File: src/rtl/srm_pkg.sv
package srm_pkg;

  // Counts the high inputs and reports whether at least three of five are set.
  function automatic logic maj5(input logic [4:0] v);
    int unsigned ones;
    ones = 0;
    for (int k = 0; k < 5; k++) begin
      ones = ones + int'(v[k]);
    end
    return (ones >= 3);
  endfunction

  // Next state of one cell. Each force line takes two votes, and the fifth vote
  // is the muxed data/held bit. Agreeing lines carry four votes and win.
  // Disagreeing lines leave the fifth vote to decide.
  function automatic logic cell_next(input logic a, input logic b,
                                     input logic en, input logic d,
                                     input logic q);
    logic m;
    m = en ? d : q;
    return maj5({a, a, b, b, m});
  endfunction

endpackage

File: src/rtl/srm_row_decode.sv
module srm_row_decode #(
  parameter int ROWS   = 8,
  parameter int ADDR_W = 3
) (
  input  logic              access,
  input  logic [ADDR_W-1:0] row_addr,
  output logic [ROWS-1:0]   row_sel
);

  // One select line per row, high only for the matching address while access is high.
  for (genvar i = 0; i < ROWS; i++) begin : g_sel
    assign row_sel[i] = access && (row_addr == ADDR_W'(i));
  end

endmodule

File: src/rtl/srm_bit_cell.sv
module srm_bit_cell
  import srm_pkg::*;
(
  input  logic clk,
  input  logic rst,
  input  logic ovr_a,
  input  logic ovr_b,
  input  logic sel,
  input  logic rw,
  input  logic din,
  output logic cell_en,
  output logic q
);

  logic q_r;

  assign cell_en = sel & rw;

  always_ff @(posedge clk) begin
    if (rst) begin
      q_r <= 1'b0;
    end else begin
      q_r <= cell_next(ovr_a, ovr_b, cell_en, din, q_r);
    end
  end

  // Output is never gated.
  assign q = q_r;

endmodule

File: src/rtl/srm_bit_array.sv
module srm_bit_array #(
  parameter int ROWS = 8,
  localparam int ADDR_W = (ROWS > 1) ? $clog2(ROWS) : 1
) (
  input  logic              clk,
  input  logic              rst,
  input  logic              ovr_a,
  input  logic              ovr_b,
  input  logic              access,
  input  logic              rw,
  input  logic              din,
  input  logic [ADDR_W-1:0] row_addr,
  output logic [ROWS-1:0]   cell_q
);

  // Named internal events for the checker.
  logic [ROWS-1:0] row_sel;
  logic [ROWS-1:0] en_vec;

  srm_row_decode #(.ROWS(ROWS), .ADDR_W(ADDR_W)) u_dec (
    .access   (access),
    .row_addr (row_addr),
    .row_sel  (row_sel)
  );

  for (genvar i = 0; i < ROWS; i++) begin : g_row
    srm_bit_cell u_cell (
      .clk     (clk),
      .rst     (rst),
      .ovr_a   (ovr_a),
      .ovr_b   (ovr_b),
      .sel     (row_sel[i]),
      .rw      (rw),
      .din     (din),
      .cell_en (en_vec[i]),
      .q       (cell_q[i])
    );
  end

endmodule

File: config.mk
export PLATFORM = sky130hd
export DESIGN_NAME = srm_bit_array
export DESIGN_NICKNAME = d
export VERILOG_FILES = /design/src/rtl/srm_pkg.sv /design/src/rtl/srm_row_decode.sv /design/src/rtl/srm_bit_cell.sv /design/src/rtl/srm_bit_array.sv
export SDC_FILE = /design/constraint.sdc
export NUM_CORES = 1
export LEC_CHECK = 0
export BUFFER_PORTS_ARGS = -buffer_cell sky130_fd_sc_hd__buf_4
export CAP_MARGIN = 20
export CORE_UTILIZATION = 30
export CTS_CLUSTER_DIAMETER = 60
export DETAILED_ROUTE_END_ITERATION = 7
export GPL_ROUTABILITY_DRIVEN = 0
export PLACE_DENSITY = 0.57
export SLEW_MARGIN = 30
export SYNTH_ARGS = -nofsm -noshare
export SYNTH_HDL_FRONTEND = slang
export SYNTH_SLANG_ARGS = --single-unit
File: constraint.sdc
create_clock -name clk -period 1.8 [get_ports clk]
set_clock_uncertainty 0.1 [all_clocks]
set_input_delay 0.27 -clock clk [delete_from_list [all_inputs] [get_ports clk]]
set_output_delay 0.27 -clock clk [all_outputs]
set_load 0.05 [all_outputs]
Yosys cells after proc, flatten, opt, wreduce, memory -nomap -nowiden
Index checks and enable logic that the tools add are counted.

storage, ports and cells
  flip-flop bits (word level) = 8
  input port bits = 10
  logic and storage cells = 80

operators by class
  add/subtract/negate cells = 32
  magnitude comparators = 8
  equal/unequal tests = 7
  mux-type cells = 8
  bitwise logic cells = 8
  reduce and logical (&&, ||, !) cells = 9

operator list
  cell                   count
  $add A32 B1 Y32        24
  $ge A32 B2 Y1 const B  8
  $add A1 B1 Y2          8
  $eq A3 B3 Y1 const B   4
  $and A1 B1 Y1          8
  $logic_and A1 B1 Y1    8
  $mux W1                8
  $eq A3 B2 Y1 const B   2
  $eq A3 B1 Y1 const B   1
  $logic_not A3 Y1       1

Longest topological paths before layout
Gate-level depths: netlist of the first run.

  word-level depth = 9
  gate-level depth with buffers = 5
  gate-level depth less buffers = 4

Cells and area by module
Synthesis of the first run repeated with hierarchy kept, for this count alone.

second synthesis, totals
  cell total of the unflattened synthesis = 72
  area, all modules = 737.0 µm²

modules (own cells, without submodules)
  module          instances  cells each  area an instance (µm²)  sequential area each (µm²)
  srm_bit_cell    8          8           80.1                    20.0
  srm_row_decode  1          8           96.3                    0.0

Least setup slack after synthesis of the first run
OpenSTA, ideal clock, no wires.

  path kind = input to register
  from = input port ovr_a
  to = register g_row[3].u_cell.q_r
  arrival time = 1.115 ns
  data required time = 1.559 ns
  setup slack = 0.444 ns
  stages on the path = 5
  path through = ha_1 -> nor2b_4 -> buf_6 -> nor4b_4 -> a311oi_1

on the way
  word-level cells in the longest chain between the ends = 3

ends and longest elaborated chain
  what                  RTL line            source
  start, declared       srm_bit_array.sv:7  input logic ovr_a,
  $add A32 B1 Y32       srm_pkg.sv:8        ones = ones + int'(v[k]);
  $add A32 B1 Y32 *     srm_pkg.sv:8
  $ge A32 B2 Y1 *       srm_pkg.sv:10       return (ones >= 3);
  end signal, assigned  srm_bit_cell.sv:23  q_r <= cell_next(ovr_a, ovr_b, cell_en, din, q_r);
  end, declared         srm_bit_cell.sv:15  logic q_r;

Every way passes the cells marked *; elsewhere a longest branch is shown, timed or not.
A chain may end at the register's enable or synchronous reset.

Worst setup path in the final report of the first run
Same ends and word-level chain as after synthesis.

==> results of run 1 <==
-- worst paths after layout --
kind	start	end	slack (ns)	depth (start not counted)
worst max-delay path	ovr_a	g_row[3].u_cell.q$_SDFF_PP0_	0.59	5
worst min-delay path	row_addr[1]	g_row[7].u_cell.q$_SDFF_PP0_	0.15	2
worst max register to register	g_row[2].u_cell.q$_SDFF_PP0_	g_row[2].u_cell.q$_SDFF_PP0_	0.96	2
worst min register to register	g_row[0].u_cell.q$_SDFF_PP0_	g_row[0].u_cell.q$_SDFF_PP0_	0.52	2
-- kinds of logic (layout without fill, tap and decap cells) --
| logic type | after synthesis | after routing | share of synthesized area, % |
|---|---|---|---|
| AOI/OAI and AO/OA | 17 | 17 | 28.0 |
| and+or+nand+nor | 10 | 10 | 20.6 |
| buffers and inverters | 9 | 21 | 15.0 |
| DFF | 8 | 8 | 33.8 |
| adders and majority gates | 1 | 1 | 2.64 |
-- area by class of cell --
| cell class | instances | area share [%] |
|---|---|---|
| Timing Repair Buffer | 18 | 23.3 |
| Sequential cell | 8 | 27.6 |
| Multi-Input combinational cell | 28 | 41.9 |
| Clock buffer | 3 | 3.89 |
| Tap cell | 15 | 3.24 |
-- layout by cell type, fill, tap and decap left out --
cell type  count
buf_4         18
a211oi_1      12
dfxtp_1        8
a311oi_1       4
clkbuf_4       3
and2b_1        2
nor2_1         1
nor2b_4        1
nand2b_1       1
nor4b_4        1
and3b_2        1
o21bai_1       1
nand2_1        1
nor3_2         1
and3_4         1
ha_1           1
-- routing by layer --
layer  vias to the layer above  GRT usage (%)  part of all wire, %
li1                        197              -                    -
met1                       176           15.2                   49
met2                        13           16.9                   41
met3                         4           2.61                  4.4
met4                         0           13.5                  4.9
met5                         -              0                    0
-- synth_stat cells, drive strengths merged --
library cell	n
ha	1
and3	1
a211oi	12
nand2	1
buf	9
nor2	1
nor3	1
and2b	2
nor4b	1
nor2b	1
and3b	1
a311oi	4
o21bai	1
dfxtp	8
nand2b	1
-- power by group through the flow --
stage / Combinational, uW / Sequential (uW) / Clock, uW
after floorplan: 78.6 / 192 / 0
final: 107 / 190 / 137
after global routing: 116 / 191 / 147
after CTS: 108 / 190 / 141
after detailed placement: 107 / 194 / 0
after global placement: 107 / 194 / 0
-- worst reg2reg max path, delay by kind of cell (launching register included) --
family         cells  cell delay (ns)
flip-flops         1             0.31
AO/OA/AOI/OAI      2             0.30
-- metrics by stage --
stage	std cells	total power, uW	hold WS (ns)
after floorplan	45	271	0.285
after global placement	69	301	0.414
after detailed placement	69	301	0.416
after CTS	72	439	0.148
after global routing	72	455	0.174
final	72	435	0.152
==> results_dict.tcl, run 1 <==
set metrics [dict create \
    cellInternalPower_uw 306 \
    ys_seq_area_share_pct 33.8 \
    routed_wl_microns 903 \
    required_ns 1.82 \
    final_util_pct 41.9 \
    wl_per_cell_microns 12.5 \
    max_freq_mhz 828 \
    arrival_ns 1.23 \
    avgSynthCellArea_sq_um 10.5 \
    dp_hpwl_microns 696 \
    worstSetupStartpointType "input port" \
    cp-end-kind "flop" \
    swShare_pct 29.6 \
    die_w_microns 41.8 \
    pwr-share-comb_pct 24.7 \
    rows 13 \
    period_share_pct 67.1 \
    grtUsageTotal_pct 12.5 \
    stdcell_area_sq_um 579 \
    diodes 0 \
    fin_ws_ns 0.592 \
    clk_pin_slew_ns 0.05 \
    first_global_vias 368 \
    hold_viol 0 \
    max_slew_margin_pct 79.8 \
    syn_inst 45 \
    antenna_found_initial 0 \
    io_buffers 17 \
    slowest_delay_ns 0.34 \
    setup_viol 0 \
    ant_nets 0 \
    seqPwrFrac_pct 43.7 \
    slew_violations 0 \
    rsz0062_at_grt "false" \
    die_h_microns 41.8 \
    crit_buf_inv 1 \
    yosysTopAreaCell "dfxtp_1" \
    cp_max_fo 10 \
    hold_buffers 0 \
    tns_ns 0 \
    first_pass_iters 4 \
    synthTopCellsByArea "dfxtp_1 34%, a211oi_1 19%, buf_4 13%, a311oi_1 7.4%, nor4b_4 5.0%" \
    clk_latency_ns 0.25 \
    cts_root_buffer "clkbuf_4" \
    synth_top_area_share_pct 33.8 \
    path_cells "buf_4 -> ha_1 -> nor2b_4 -> nor4b_4 -> a311oi_1" \
    post-cts-setup-buffers 0 \
    num_io_pins 18 \
    yosysWarningCount 0 \
    synth_nets 56 \
    fin_crit_ns 1.21 \
    vias 390 \
    cts_resized 0 \
    multi_input_area_sq_um 243 \
    ys_types 16 \
    fillers 144 \
    hold_path.class "in2reg" \
    grt_max_degree 11 \
    power.density_mw_per_mm2 750 \
    syn_area_sq_um 474 \
    ys_ff_latch 8 \
    numCtsBuffers 3 \
    grt_overflow 0 \
    syn2layout_area_growth_pct 22.2 \
    layout-drive-gt1-share_pct 45.6 \
    cts_sinks 8 \
    tightest_slew_ns 0.302 \
    dp_slack_ns 0.340 \
    final_nets 70 \
    crit_type "in2reg" \
    start_util_pct 34.3 \
    p_clk_share_pct 31.5 \
    largest_reg_flops 8 \
    outcome "finished clean" \
    cts_tree "yes" \
    clockBufferDepth 2 \
    cts_max_level 1 \
    cpMaxStageDelayCell "nor4b_4" \
    vdd_ir_drop_max_mv 0.190 \
    seq_area_sq_um 160 \
    critPathTopFamily "simple AND/OR/NAND/NOR gates" \
    drv_cap 0 \
    die-area_sq_mm 0.00174 \
    placed_cell_area_sq_um 557 \
    grt_pass1_wl_microns 1570 \
    p_switching_uw 129 \
    drc 0 \
    drtIter0Drc 12 \
    p_leak_uw 0.000236 \
    viasPerCell 5.42 \
    core_region_area_sq_mm 0.00138 \
]
Note: power is estimated with default switching activity, not from simulation.
==> inputs of run 2 (changes only) <==
--- a/config.mk
+++ b/config.mk
@@ -11,7 +11,7 @@
 export CTS_CLUSTER_DIAMETER = 60
 export DETAILED_ROUTE_END_ITERATION = 7
 export GPL_ROUTABILITY_DRIVEN = 0
-export PLACE_DENSITY = 0.57
+export PLACE_DENSITY = 0.59
 export SLEW_MARGIN = 30
 export SYNTH_ARGS = -nofsm -noshare
 export SYNTH_HDL_FRONTEND = slang
==> constraint.sdc (replaced) <==
create_clock -name clk -period 1.1 [get_ports clk]
set_clock_uncertainty 0.1 [all_clocks]
set_input_delay 0.165 -clock clk [delete_from_list [all_inputs] [get_ports clk]]
set_output_delay 0.165 -clock clk [all_outputs]
set_load 0.05 [all_outputs]
==> run 2 against run 1 <==
  * Clock power is 56% higher
  * Combinational power is 76% higher
  * Hold slack worse by 0.082 ns
  * Power is 64% higher
  * Critical path depth is 4 lower
  * Cell count is 2.8% higher
  * Routed wire length is 5.2% higher
  * Largest power group unchanged
  * Highest routed layer unchanged
==> results_dict.tcl, run 2 (same netlist as run 1, synthesis figures left out) <==
set metrics [dict create \
    fin_crit_ns 1.05 \
    ant_nets 0 \
    dp_slack_ns -0.240 \
    post-cts-setup-buffers 0 \
    route.top_layer_used "met4" \
    p_leak_uw 0.000247 \
    placed_cell_area_sq_um 584 \
    hold_path.class "in2reg" \
    layout-drive-gt1-share_pct 50.8 \
    final_nets 72 \
    crit_type "reg2out" \
    drc 0 \
    fillers 128 \
    cts_root_buffer "clkbuf_4" \
    fin_ws_ns 0.0488 \
    crit_buf_inv 1 \
    drtIter0Drc 9 \
    grt_overflow 0 \
    wl_per_cell_microns 12.8 \
    antenna_found_initial 0 \
    hold_start "row_addr[0]" \
    final_cell_mix "20 x buf_4, 12 x a211oi_1, 8 x dfxtp_1, 4 x a311oi_1, 3 x clkbuf_4" \
    met2_length_microns 465 \
    regToRegSetupSlack_ns 0.24 \
    clk_latency_ns 0.24 \
    io_buffers 17 \
    vdd_ir_drop_max_mv 0.402 \
    rows 13 \
    arrival_ns 0.79 \
    cp-end-kind "output port" \
    drv_cap 0 \
    cts_tree "yes" \
    core_region_area_sq_mm 0.00138 \
    rr_worst_depth 2 \
    wirelength_met1_microns 413 \
    max_slew_margin_pct 76.9 \
    start_util_pct 34.3 \
    slowest_delay_ns 0.34 \
    cts_max_level 1 \
    vias 414 \
    tns_ns 0 \
    num_io_pins 18 \
    grt_pass1_wl_microns 1610 \
    path_cells "buf_4" \
    hold_buffers 0 \
    clk_pin_slew_ns 0.05 \
    hold_viol 0 \
    power.density_mw_per_mm2 1170 \
    critPathTopFamily "flip-flops" \
    dp_hpwl_microns 790 \
    regToRegEndpoint "g_row[6].u_cell.q$_SDFF_PP0_" \
    die-area_sq_mm 0.00174 \
    cp_max_fo 2 \
    min_delay_path_depth 2 \
    viasPerCell 5.59 \
    slew_violations 0 \
    routed-wl-met3_microns 58 \
    numCtsBuffers 3 \
    diodes 0 \
    die_w_microns 41.8 \
    first_pass_iters 4 \
    cts_resized 0 \
    min_to "g_row[3].u_cell.q$_SDFF_PP0_" \
    final_util_pct 44.2 \
    grt_max_degree 9 \
    period_share_pct 95.6 \
    routed_wl_microns 950 \
    timing.rr.start "g_row[6].u_cell.q$_SDFF_PP0_" \
    stdcell_area_sq_um 611 \
    power.total_uw 712 \
    grtUsageTotal_pct 11.9 \
    largest_reg_flops 8 \
    rsz0062_at_grt "false" \
    max_freq_mhz 951 \
    cts_sinks 8 \
    cpMaxStageDelayCell "dfxtp_1" \
    outcome "finished clean" \
    clockBufferDepth 2 \
    first_global_vias 412 \
    die_h_microns 41.8 \
    final_common_cell "buf_4" \
    syn2layout_area_growth_pct 28.8 \
    required_ns 0.83 \
    worstSetupStartpointType "flop" \
    tightest_slew_ns 0.346 \
    setup_viol 0 \
]
-- run 2: final cells by class --
class	count	area (sq um)	area share [%]
tap	15	18.8	3.07
sequential	8	160	26.2
clock buffer	3	22.5	3.69
multi-input combinational	28	259	42.4
timing repair buffer	20	150	24.6
-- run 2: how the worst max path moves through the flow --
stage	start	endpoint	slack, ns	depth (start not counted)
floorplan	ovr_a	g_row[3].u_cell.q$_SDFF_PP0_	-0.11	5
global placement	ovr_a	g_row[7].u_cell.q$_SDFF_PP0_	-0.24	4
detailed placement	ovr_a	g_row[0].u_cell.q$_SDFF_PP0_	-0.24	4
CTS	ovr_a	g_row[0].u_cell.q$_SDFF_PP0_	0.02	4
global route	g_row[6].u_cell.q$_SDFF_PP0_	cell_q[6]	0.004	1
finish	g_row[6].u_cell.q$_SDFF_PP0_	cell_q[6]	0.05	1
-- run 2: routing by layer --
metal | global-route usage [%] | up-vias
met5 | 0 | -
met2 | 20.9 | 15
met1 | 11.8 | 200
li1 | - | 197
met3 | 5.22 | 2
met4 | 5.81 | 0
-- run 2: power breakdown --
part	total (uW)	switching [uW]	leakage (uW)	internal [uW]
Sequential	311	7.11	0.0000651	304
Combinational	188	108	0.000168	79.4
Clock	214	89.5	0.0000138	124
Total	712	205	0.000247	507
-- run 2: through the flow --
| step | hold slack [ns] | instances |
|---|---|---|
| detailed placement | 0.332 | 71 |
| global placement | 0.326 | 71 |
| global route | 0.0606 | 74 |
| floorplan | 0.180 | 45 |
| CTS | 0.0665 | 74 |
| finish | 0.0696 | 74 |
==> inputs of run 3 (changes only) <==
--- a/config.mk
+++ b/config.mk
@@ -11,7 +11,8 @@
 export CTS_CLUSTER_DIAMETER = 60
 export DETAILED_ROUTE_END_ITERATION = 7
 export GPL_ROUTABILITY_DRIVEN = 0
-export PLACE_DENSITY = 0.59
+export PLACE_DENSITY = 0.57
+export REMOVE_ABC_BUFFERS = 1
 export SLEW_MARGIN = 30
 export SYNTH_ARGS = -nofsm -noshare
 export SYNTH_HDL_FRONTEND = slang
==> constraint.sdc (replaced) <==
create_clock -name clk -period 1 [get_ports clk]
set_clock_uncertainty 0.1 [all_clocks]
set_input_delay 0.15 -clock clk [delete_from_list [all_inputs] [get_ports clk]]
set_output_delay 0.15 -clock clk [all_outputs]
set_load 0.05 [all_outputs]
==> run 3 against run 2 <==
  * The run now ends with negative setup slack left
  * Routed wire length grew 9.4%
  * Hold slack gained 0.038 ns
  * First-iteration DRC count grew 11%
  * Critical path type is now in2reg
  * Largest cell class is now buffers
  * Largest power group unchanged
==> results_dict.tcl, run 3 (same netlist as run 1, synthesis figures left out) <==
set metrics [dict create \
    largest_reg_flops 8 \
    grtUsageTotal_pct 14.0 \
    drv_cap 0 \
    crit_type "in2reg" \
    violations "negative setup slack" \
    regToRegEndpoint "g_row[1].u_cell.q$_SDFF_PP0_" \
    grt_max_degree 9 \
    routed-wl-met3_microns 45 \
    stdcell_area_sq_um 729 \
    min_delay_path_depth 3 \
    min_to "g_row[7].u_cell.q$_SDFF_PP0_" \
    clockBufferDepth 2 \
    drtIter0Drc 10 \
    ant_nets 0 \
    grt_overflow 0 \
    drc 0 \
    final_nets 78 \
    timing.rr.start "g_row[1].u_cell.q$_SDFF_PP0_" \
    clk_latency_ns 0.25 \
    core_region_area_sq_mm 0.00138 \
    final_cell_mix "16 x buf_4, 12 x a211oi_1, 8 x dfxtp_2, 8 x buf_8, 4 x a311oi_1" \
    power.density_mw_per_mm2 1160 \
    regToRegSetupSlack_ns 0.05 \
    arrival_ns 1.03 \
    wirelength_met1_microns 470 \
    antenna_found_initial 0 \
    outcome "finished, violations left" \
    cts_root_buffer "clkbuf_4" \
    die_h_microns 41.8 \
    fin_crit_ns 1.01 \
    routed_wl_microns 1040 \
    tns_ns -0.0152 \
    max_freq_mhz 988 \
    die_w_microns 41.8 \
    layout-drive-gt1-share_pct 66.2 \
    rows 13 \
    slowest_delay_ns 0.35 \
    swShare_pct 29.5 \
    cts_tree "yes" \
    slew_violations 0 \
    hold_viol 0 \
    final_common_cell "buf_4" \
    clk_pin_slew_ns 0.06 \
    cts_sinks 8 \
    path_cells "buf_6 -> ha_4 -> nor2b_4 -> nor4b_4 -> a311oi_1" \
    dp_hpwl_microns 775 \
    viasPerCell 5.36 \
    cp-end-kind "flop" \
    critPathTopFamily "simple AND/OR/NAND/NOR gates" \
    rsz0062_at_grt "true" \
    vias 429 \
    max_slew_margin_pct 79.3 \
    die-area_sq_mm 0.00174 \
    start_util_pct 34.3 \
    worstSetupStartpointType "input port" \
    num_io_pins 18 \
    io_buffers 17 \
    cellInternalPower_uw 597 \
    hold_start "row_addr[1]" \
    cts_max_level 1 \
    route.top_layer_used "met4" \
    numCtsBuffers 3 \
    grt_pass1_wl_microns 1820 \
    placed_cell_area_sq_um 609 \
    crit_buf_inv 1 \
    p_clk_share_pct 30.0 \
    first_global_vias 415 \
    fin_ws_ns -0.0123 \
    required_ns 1.02 \
    period_share_pct 101 \
    first_pass_iters 4 \
    pwr-share-comb_pct 28.7 \
    power.total_uw 846 \
    setup_viol 2 \
    wl_per_cell_microns 13.0 \
    timing.hold.ws_ns 0.108 \
    vdd_ir_drop_max_mv 0.533 \
    cp_max_fo 6 \
    syn2layout_area_growth_pct 53.8 \
    seqPwrFrac_pct 41.3 \
    hold_path.class "in2reg" \
    p_leak_uw 0.000297 \
    met2_length_microns 508 \
    diodes 0 \
    cpMaxStageDelayCell "nor4b_4" \
    tightest_slew_ns 0.309 \
    rr_worst_depth 3 \
    p_switching_uw 250 \
]
## run 3: final cells by class
type,count,area [sq um]
clock buffer,3,22.5
fill,125,653
multi-input combinational,28,255
sequential,8,170
tap,15,18.8
timing repair buffer,26,263
## run 3: power groups by stage
stage               Sequential (uW)  Clock (uW)  Combinational [uW]
CTS                             348         267                 237
global placement                349           0                 212
floorplan                       398           0                65.3
detailed placement              349           0                 214
global route                    352         282                 260
finish                          350         253                 243
## run 3: worst max-delay path by stage
stage / start / endpoint / depth (start not counted)
4_1_cts: ovr_b / g_row[3].u_cell.q$_SDFF_PP0_ / 5
2_1_floorplan: ovr_a / g_row[3].u_cell.q$_SDFF_PP0_ / 4
3_3_place_gp: ovr_a / g_row[3].u_cell.q$_SDFF_PP0_ / 5
6_report: ovr_a / g_row[3].u_cell.q$_SDFF_PP0_ / 5
3_5_place_dp: ovr_a / g_row[3].u_cell.q$_SDFF_PP0_ / 5
5_1_grt: ovr_a / g_row[3].u_cell.q$_SDFF_PP0_ / 5
## run 3: routing by layer
metal / vias up / track usage [%]
met4: 0 / 5.81
met2: 13 / 21.3
met1: 200 / 17.7
li1: 212 / -
met5: - / 0
met3: 4 / 5.22
## run 3: what timing repair did
item	CTS	global route
buffers inserted	1	0
pin swaps	3	3
gates resized for setup	23	5
hold endpoints to repair	0	0
gates cloned	0	0
hold buffers	0	0
endpoints found under the setup margin	16	15
## run 3: worst min-delay path: stages
cell and delay [ns]:
buf_4 0.09, buf_4 0.11, a311oi_1 0.07
## run 3: per-stage QoR
| step | util, % | worst slack (ns) | std cells |
|---|---|---|---|
| CTS | 51.4 | -0.0196 | 80 |
| detailed placement | 44.1 | -0.338 | 76 |
| finish | 52.8 | -0.0123 | 80 |
| global placement | 44.1 | -0.326 | 76 |
| floorplan | - | -0.149 | 36 |
| global route | 52.8 | -0.0594 | 80 |
